--- config.mk ---
export PLATFORM = sky130hd
export DESIGN_NAME = cs_read_sequencer
export DESIGN_NICKNAME = d
export VERILOG_FILES = /design/src/rtl/cs_read_seq_pkg.sv /design/src/rtl/cs_read_timing_calc.sv /design/src/rtl/cs_read_phase_fsm.sv /design/src/rtl/cs_read_sequencer.sv
export SDC_FILE = /design/constraint.sdc
export NUM_CORES = 1
export LEC_CHECK = 0
export ABC_AREA = 1
export BUFFER_PORTS_ARGS = -buffer_cell sky130_fd_sc_hd__buf_2
export CORE_ASPECT_RATIO = 1.4
export CORE_MARGIN = 10
export CORE_UTILIZATION = 43
export CTS_CLUSTER_SIZE = 16
export DETAILED_ROUTE_END_ITERATION = 8
export PLACE_DENSITY_LB_ADDON = 0.1
export SYNTH_ARGS = -nofsm -noshare
export SYNTH_HDL_FRONTEND = slang
export SYNTH_SLANG_ARGS = --single-unit
--- constraint.sdc ---
create_clock -name clk -period 3.8 [get_ports clk]
set_input_delay 0.76 -clock clk [delete_from_list [all_inputs] [get_ports clk]]
set_output_delay 0.76 -clock clk [all_outputs]
set_load 0.02 [all_outputs]
--- src/rtl/cs_read_seq_pkg.sv ---
package cs_read_seq_pkg;
  typedef enum logic [2:0] {
    ST_IDLE   = 3'd0,
    ST_LATCH  = 3'd1,
    ST_SETUP  = 3'd2,
    ST_ACCESS = 3'd3,
    ST_HOLD   = 3'd4
  } seq_state_t;
endpackage

--- src/rtl/cs_read_timing_calc.sv ---
// Converts option flags into phase lengths counted in half-bus-cycle ticks.
module cs_read_timing_calc #(
  parameter int SCY_W  = 4,
  parameter int ALE_W  = 2,
  parameter int TICK_W = SCY_W + 4
) (
  input  logic              relax_i,
  input  logic              hold_ext_i,
  input  logic              setup_ext_i,
  input  logic [1:0]        setup_code_i,
  input  logic [SCY_W-1:0]  wait_cnt_i,
  input  logic [ALE_W-1:0]  latch_len_i,
  output logic [TICK_W-1:0] latch_ticks_o,
  output logic [TICK_W-1:0] setup_ticks_o,
  output logic [TICK_W-1:0] access_ticks_o,
  output logic [TICK_W-1:0] hold_ticks_o
);
  logic [TICK_W-1:0] scy_t, base_cyc, addr_ticks, len_t;
  logic              late_cs;

  always_comb begin
    scy_t   = TICK_W'(wait_cnt_i);
    late_cs = setup_ext_i && (setup_code_i == 2'b11);

    // bus cycles covered with a one-cycle latch strobe
    if (relax_i) begin
      base_cyc = TICK_W'(8) + (scy_t << 1) + (hold_ext_i ? TICK_W'(4) : TICK_W'(0))
               + TICK_W'(setup_code_i[1]) + TICK_W'(late_cs);
      hold_ticks_o = hold_ext_i ? TICK_W'(18) : TICK_W'(10);
    end else begin
      base_cyc = TICK_W'(4) + scy_t + TICK_W'(hold_ext_i) + TICK_W'(late_cs);
      hold_ticks_o = hold_ext_i ? TICK_W'(4) : TICK_W'(2);
    end

    if (!setup_code_i[1])
      setup_ticks_o = '0;
    else if (!setup_ext_i)
      setup_ticks_o = relax_i ? TICK_W'(3) : TICK_W'(1);
    else
      setup_ticks_o = (setup_code_i[0] ? TICK_W'(4) : TICK_W'(2))
                    + (relax_i ? TICK_W'(2) : TICK_W'(0));

    len_t          = (latch_len_i == '0) ? TICK_W'(1) : TICK_W'(latch_len_i);
    latch_ticks_o  = len_t << 1;
    // one latch cycle is part of base_cyc; the rest is the address window
    addr_ticks     = (base_cyc << 1) - TICK_W'(2);
    access_ticks_o = addr_ticks - setup_ticks_o - hold_ticks_o;
  end
endmodule

--- src/rtl/cs_read_phase_fsm.sv ---
// Phase sequencer: one down-counter walks latch, setup, access and hold.
module cs_read_phase_fsm
  import cs_read_seq_pkg::*;
#(
  parameter int TICK_W = 8
) (
  input  logic              clk,
  input  logic              rst,
  input  logic              start_i,
  input  logic [TICK_W-1:0] latch_ticks_i,
  input  logic [TICK_W-1:0] setup_ticks_i,
  input  logic [TICK_W-1:0] access_ticks_i,
  input  logic [TICK_W-1:0] hold_ticks_i,
  output logic              ale_o,
  output logic              addr_oe_o,
  output logic              cs_o,
  output logic              rd_o,
  output logic              done_o
);
  seq_state_t        st_q, nxt_st;
  logic [TICK_W-1:0] cnt_q, nxt_cnt;
  logic [TICK_W-1:0] setup_q, access_q, hold_q;
  logic              take;

  always_comb begin
    nxt_st  = st_q;
    nxt_cnt = cnt_q;
    take    = 1'b0;
    unique case (st_q)
      ST_IDLE: if (start_i) begin
        nxt_st  = ST_LATCH;
        nxt_cnt = latch_ticks_i - TICK_W'(1);
        take    = 1'b1;
      end
      ST_LATCH: if (cnt_q == '0) begin
        if (setup_q == '0) begin
          nxt_st  = ST_ACCESS;
          nxt_cnt = access_q - TICK_W'(1);
        end else begin
          nxt_st  = ST_SETUP;
          nxt_cnt = setup_q - TICK_W'(1);
        end
      end else nxt_cnt = cnt_q - TICK_W'(1);
      ST_SETUP: if (cnt_q == '0) begin
        nxt_st  = ST_ACCESS;
        nxt_cnt = access_q - TICK_W'(1);
      end else nxt_cnt = cnt_q - TICK_W'(1);
      ST_ACCESS: if (cnt_q == '0) begin
        nxt_st  = ST_HOLD;
        nxt_cnt = hold_q - TICK_W'(1);
      end else nxt_cnt = cnt_q - TICK_W'(1);
      ST_HOLD: if (cnt_q == '0) nxt_st = ST_IDLE;
        else nxt_cnt = cnt_q - TICK_W'(1);
      default: nxt_st = ST_IDLE;
    endcase
  end

  always_ff @(posedge clk) begin
    if (rst) begin
      st_q      <= ST_IDLE;
      cnt_q     <= '0;
      setup_q   <= '0;
      access_q  <= '0;
      hold_q    <= '0;
      ale_o     <= 1'b0;
      addr_oe_o <= 1'b0;
      cs_o      <= 1'b0;
      rd_o      <= 1'b0;
      done_o    <= 1'b0;
    end else begin
      st_q  <= nxt_st;
      cnt_q <= nxt_cnt;
      if (take) begin
        setup_q  <= setup_ticks_i;
        access_q <= access_ticks_i;
        hold_q   <= hold_ticks_i;
      end
      ale_o     <= (nxt_st == ST_LATCH);
      addr_oe_o <= (nxt_st == ST_SETUP) || (nxt_st == ST_ACCESS) || (nxt_st == ST_HOLD);
      cs_o      <= (nxt_st == ST_ACCESS);
      rd_o      <= (nxt_st == ST_ACCESS);
      done_o    <= (nxt_st == ST_HOLD) && (nxt_cnt == '0);
    end
  end

  // chip select only inside the address window
  p_cs_in_addr_r3: assert property (@(posedge clk) disable iff (rst)
    cs_o |-> addr_oe_o);
  // address still valid when chip select drops
  p_hold_after_cs_r6: assert property (@(posedge clk) disable iff (rst)
    $fell(cs_o) |-> addr_oe_o);
  // hold counter never exceeds the captured hold length
  p_hold_cnt_r6: assert property (@(posedge clk) disable iff (rst)
    (st_q == ST_HOLD) |-> (cnt_q < hold_q));
  // done lasts one tick and closes the address window
  p_done_pulse_r11: assert property (@(posedge clk) disable iff (rst)
    done_o |=> !done_o);
  p_done_ends_r11: assert property (@(posedge clk) disable iff (rst)
    done_o |=> (!addr_oe_o && !cs_o));
  // an access only begins from idle
  p_accept_idle_r12: assert property (@(posedge clk) disable iff (rst)
    $rose(ale_o) |-> ($past(st_q) == ST_IDLE));
  // latch strobe spans at least one full bus cycle
  p_latch_min_r2: assert property (@(posedge clk) disable iff (rst)
    $fell(ale_o) |-> $past(ale_o, 2));
endmodule

--- src/rtl/cs_read_sequencer.sv ---
module cs_read_sequencer #(
  parameter int SCY_W = 4,
  parameter int ALE_W = 2
) (
  input  logic             clk,
  input  logic             rst,
  input  logic             start_i,
  input  logic             relax_i,
  input  logic             hold_ext_i,
  input  logic             setup_ext_i,
  input  logic [1:0]       setup_code_i,
  input  logic [SCY_W-1:0] wait_cnt_i,
  input  logic [ALE_W-1:0] latch_len_i,
  output logic             ale_o,
  output logic             addr_oe_o,
  output logic             cs_o,
  output logic             rd_o,
  output logic             done_o
);
  localparam int TICK_W = ((SCY_W + 4) > (ALE_W + 2)) ? (SCY_W + 4) : (ALE_W + 2);

  logic [TICK_W-1:0] latch_t, setup_t, access_t, hold_t;

  cs_read_timing_calc #(.SCY_W(SCY_W), .ALE_W(ALE_W), .TICK_W(TICK_W)) u_calc (
    .relax_i        (relax_i),
    .hold_ext_i     (hold_ext_i),
    .setup_ext_i    (setup_ext_i),
    .setup_code_i   (setup_code_i),
    .wait_cnt_i     (wait_cnt_i),
    .latch_len_i    (latch_len_i),
    .latch_ticks_o  (latch_t),
    .setup_ticks_o  (setup_t),
    .access_ticks_o (access_t),
    .hold_ticks_o   (hold_t)
  );

  cs_read_phase_fsm #(.TICK_W(TICK_W)) u_fsm (
    .clk            (clk),
    .rst            (rst),
    .start_i        (start_i),
    .latch_ticks_i  (latch_t),
    .setup_ticks_i  (setup_t),
    .access_ticks_i (access_t),
    .hold_ticks_i   (hold_t),
    .ale_o          (ale_o),
    .addr_oe_o      (addr_oe_o),
    .cs_o           (cs_o),
    .rd_o           (rd_o),
    .done_o         (done_o)
  );
endmodule

==> results.json <==
{
  "synth.area.top_cells": "dfxtp_1, nand2_1, ha_1, inv_1, a21oi_1",
  "grt_pass1_vias": 2417,
  "fin_crit_sh_pct": 91.4,
  "grt_pass1_wl_um": 10500,
  "core_um2": 5820,
  "rsz0062_at_grt": "no",
  "ir_drop_uv": 195,
  "arrival_ps": 3700,
  "dp_hpwl_um": 4990,
  "rows": 33,
  "drive_gt1_share_pct": 11.4,
  "dr.first_iter.drc_count": 80,
  "p_sw_share_pct": 50.1,
  "final_cell_count_no_fill": 492,
  "cap_violations": 0,
  "start_util_pct": 43.9,
  "synth_fp_nets": 440,
  "post-synth-top-count-cell": "nand2_1",
  "avgSynthCellArea_um2": 6.37,
  "dpl.cell_count": 486,
  "gr-total-overflow": 0,
  "synth_seq_cells": 30,
  "die_height_um": 111,
  "cts_max_level": 2,
  "skew_ps": 3.07,
  "synth_area_um2": 2550,
  "slowest_stage": "fa_1",
  "critPathMaxFanout": 3,
  "p_clk_share_pct": 12.3,
  "n_antenna_cell": 0,
  "dr.pass1.iters": 4,
  "cts_sinks": 30,
  "path_cells": "buf_2, nand2_1, nor2_1, fa_1, mux2i_1, fa_1, inv_1, ha_1, inv_1, fa_1, o21ai_0, a21oi_1, a31o_2, nand3_1, nand2_1, inv_1",
  "post_drt_via_cell_ratio": 4.94,
  "cts_resized": 0,
  "numPortBuffers": 18,
  "intPower_mw": 1.02,
  "powerDensity_nw_per_um2": 729,
  "worstPathRequired_ps": 4030,
  "numCtsBuffers": 5,
  "fill_cells": 612,
  "hold_viol": 0,
  "end_kind": "flop",
  "cts_tree": "yes",
  "avgRoutedWirePerCell_um": 12.1,
  "finalSetupViolCount": 0,
  "synth_top_area_share_pct": 23.5,
  "synth_edf_count": 0,
  "fmax_mhz": 288,
  "fin_ws_ps": 326,
  "die_area_um2": 9460,
  "p_seq_share_pct": 24.3,
  "slew_headroom_pct": 69.3,
  "antenna_found_initial": 0,
  "cp_top_family": "adder cells",
  "post_cts_buffers": 0,
  "hp-class": "reg -> reg",
  "postCtsHoldBufs": 0,
  "synth_flop_cell": "dfxtp_1",
  "yosys-top-cells-count": "nand2_1, inv_1, nor2_1, a21oi_1, nand3_1",
  "clk_path_buf_depth": 2,
  "synth_top_area_cell": "dfxtp_1",
  "min_period_ps": 3470,
  "ios": 19,
  "dp_slack_ps": 7.88,
  "power.total_mw": 2.04,
  "die_x_um": 85.1,
  "track_usage_pct": 13.1,
  "drc": 0,
  "clk-insertion-delay-late_ps": 280,
  "fin_tns_setup_ps": 0,
  "grt_max_degree": 18,
  "cts_root_buf": "clkbuf_8",
  "gp_congestion": 0.884,
  "leakagePower_nw": 1.48,
  "path_class": "in -> reg",
  "synth-warning-count": 0,
  "outcome": "completed",
  "netlist_instances": 401,
  "async_flop_share_pct": 0,
  "ant_nets": 0,
  "nNetsFinal": 462,
  "p_sw_mw": 1.02,
  "vias": 2432,
  "area_growth_pct": 9.90,
  "totalWireLength_um": 5960,
  "seq_area_frac_synth_pct": 23.5,
  "combPwrFrac_pct": 63.4,
  "clk_pin_slew_ps": 60,
  "critPathLaunchType": "input pin",
  "slew_viol_final": 0,
  "cp_num_buf_inv": 4,
  "yosysUniqueCellTypes": 37,
  "tightestPinTransition_ps": 456,
  "max_stage_delay_ps": 450
}
[metrics by stage]
| step | util, % | hold slack (ps) | instance area, um^2 |
|---|---|---|---|
| after global routing | 48.2 | 499 | 2810 |
| final | 48.2 | 468 | 2810 |
| after CTS | 48.2 | 470 | 2810 |
| after floorplan | - | 440 | 2550 |
| after detailed placement | 46.8 | 460 | 2720 |
| after global placement | 46.8 | 452 | 2720 |
[flip-flops by register name, summed over array words and instances (netlist names)]
name / flops
u_fsm.access_q: 8
u_fsm.cnt_q: 8
u_fsm.hold_q: 4
u_fsm.setup_q: 3
u_fsm.st_q: 3
u_fsm.addr_oe_o: 1
u_fsm.ale_o: 1
u_fsm.cs_o: 1
u_fsm.done_o: 1
[worst reg2reg max path, delay by kind of cell, from the launching register on]
kind	cells	cell delay, ps
buffers and inverters	3	260
DFF	1	330
and+or+nand+nor	9	1020
AOI/OAI and AO/OA	1	50
adders and majority gates	2	550
[final cells by class]
| cell class | count | area (um^2) | share of cell area (%) |
|---|---|---|---|
| timing repair buffer | 23 | 128 | 4.55 |
| sequential | 30 | 601 | 21.4 |
| tap | 70 | 87.6 | 3.12 |
| multi-input combinational | 292 | 1640 | 58.5 |
| inverter | 71 | 267 | 9.50 |
| clock buffer | 6 | 82.6 | 2.94 |
[cell usage in the layout, fill, tap and decap left out]
master	instances
a21oi_1	34
inv_2	7
a211oi_1	1
o2bb2ai_1	1
o31ai_1	1
xor2_1	12
o21ai_1	5
nand4_1	4
inv_1	63
o21bai_1	1
clkinv_1	1
nand2_2	2
dfxtp_1	30
mux2i_1	1
nor2_2	4
nor2_1	43
fa_1	5
buf_2	18
nand3_2	1
clkbuf_8	6
o22ai_1	1
buf_4	5
o211ai_1	2
nor3_1	2
a21o_1	1
o21ai_2	1
a21oi_2	1
or2_0	1
ha_1	20
nand3_1	31
xnor2_1	3
nand2_1	88
o21ai_0	23
nor2_4	1
a31o_2	1
or2_2	1
[final timing paths]
path / from / end / slack (ps) / cells after the start
worst max register to register: u_fsm.cnt_q[0]$_SDFF_PP0_ / u_fsm.done_o$_SDFF_PP0_ / 1550 / 15
worst max-delay path: setup_code_i[1] / u_fsm.access_q[7]$_SDFFE_PP0P_ / 330 / 16
worst min register to register: u_fsm.hold_q[1]$_SDFFE_PP0P_ / u_fsm.hold_q[1]$_SDFFE_PP0P_ / 470 / 2
worst min-delay path: u_fsm.hold_q[1]$_SDFFE_PP0P_ / u_fsm.hold_q[1]$_SDFFE_PP0P_ / 470 / 2
[power groups by stage]
stage / combinational (mW) / clock (mW) / sequential, mW
after floorplan: 1.05 / 0 / 0.497
after global placement: 1.31 / 0 / 0.502
after detailed placement: 1.31 / 0 / 0.502
after CTS: 1.32 / 0.261 / 0.496
after global routing: 1.52 / 0.272 / 0.510
final: 1.30 / 0.251 / 0.496
[layer usage]
metal	up-vias	global-route usage, %	wire, um
li1	1320	-	-
met2	30	25.5	3330
met5	-	0	0
met1	1072	12.7	2330
met3	10	2.06	145
met4	0	6.17	157
[cells by family after synthesis]
logic type      count (synthesis)  share of synthesized area (%)
compound gates                 73                           15.5
xor+xnor                       15                           5.14
fa+ha+maj                      25                           13.7
buf+inv                        79                           12.2
flops                          30                           23.5
mux                             1                          0.392
simple gates                  178                           29.5
Power figures use the tool's default switching activity.
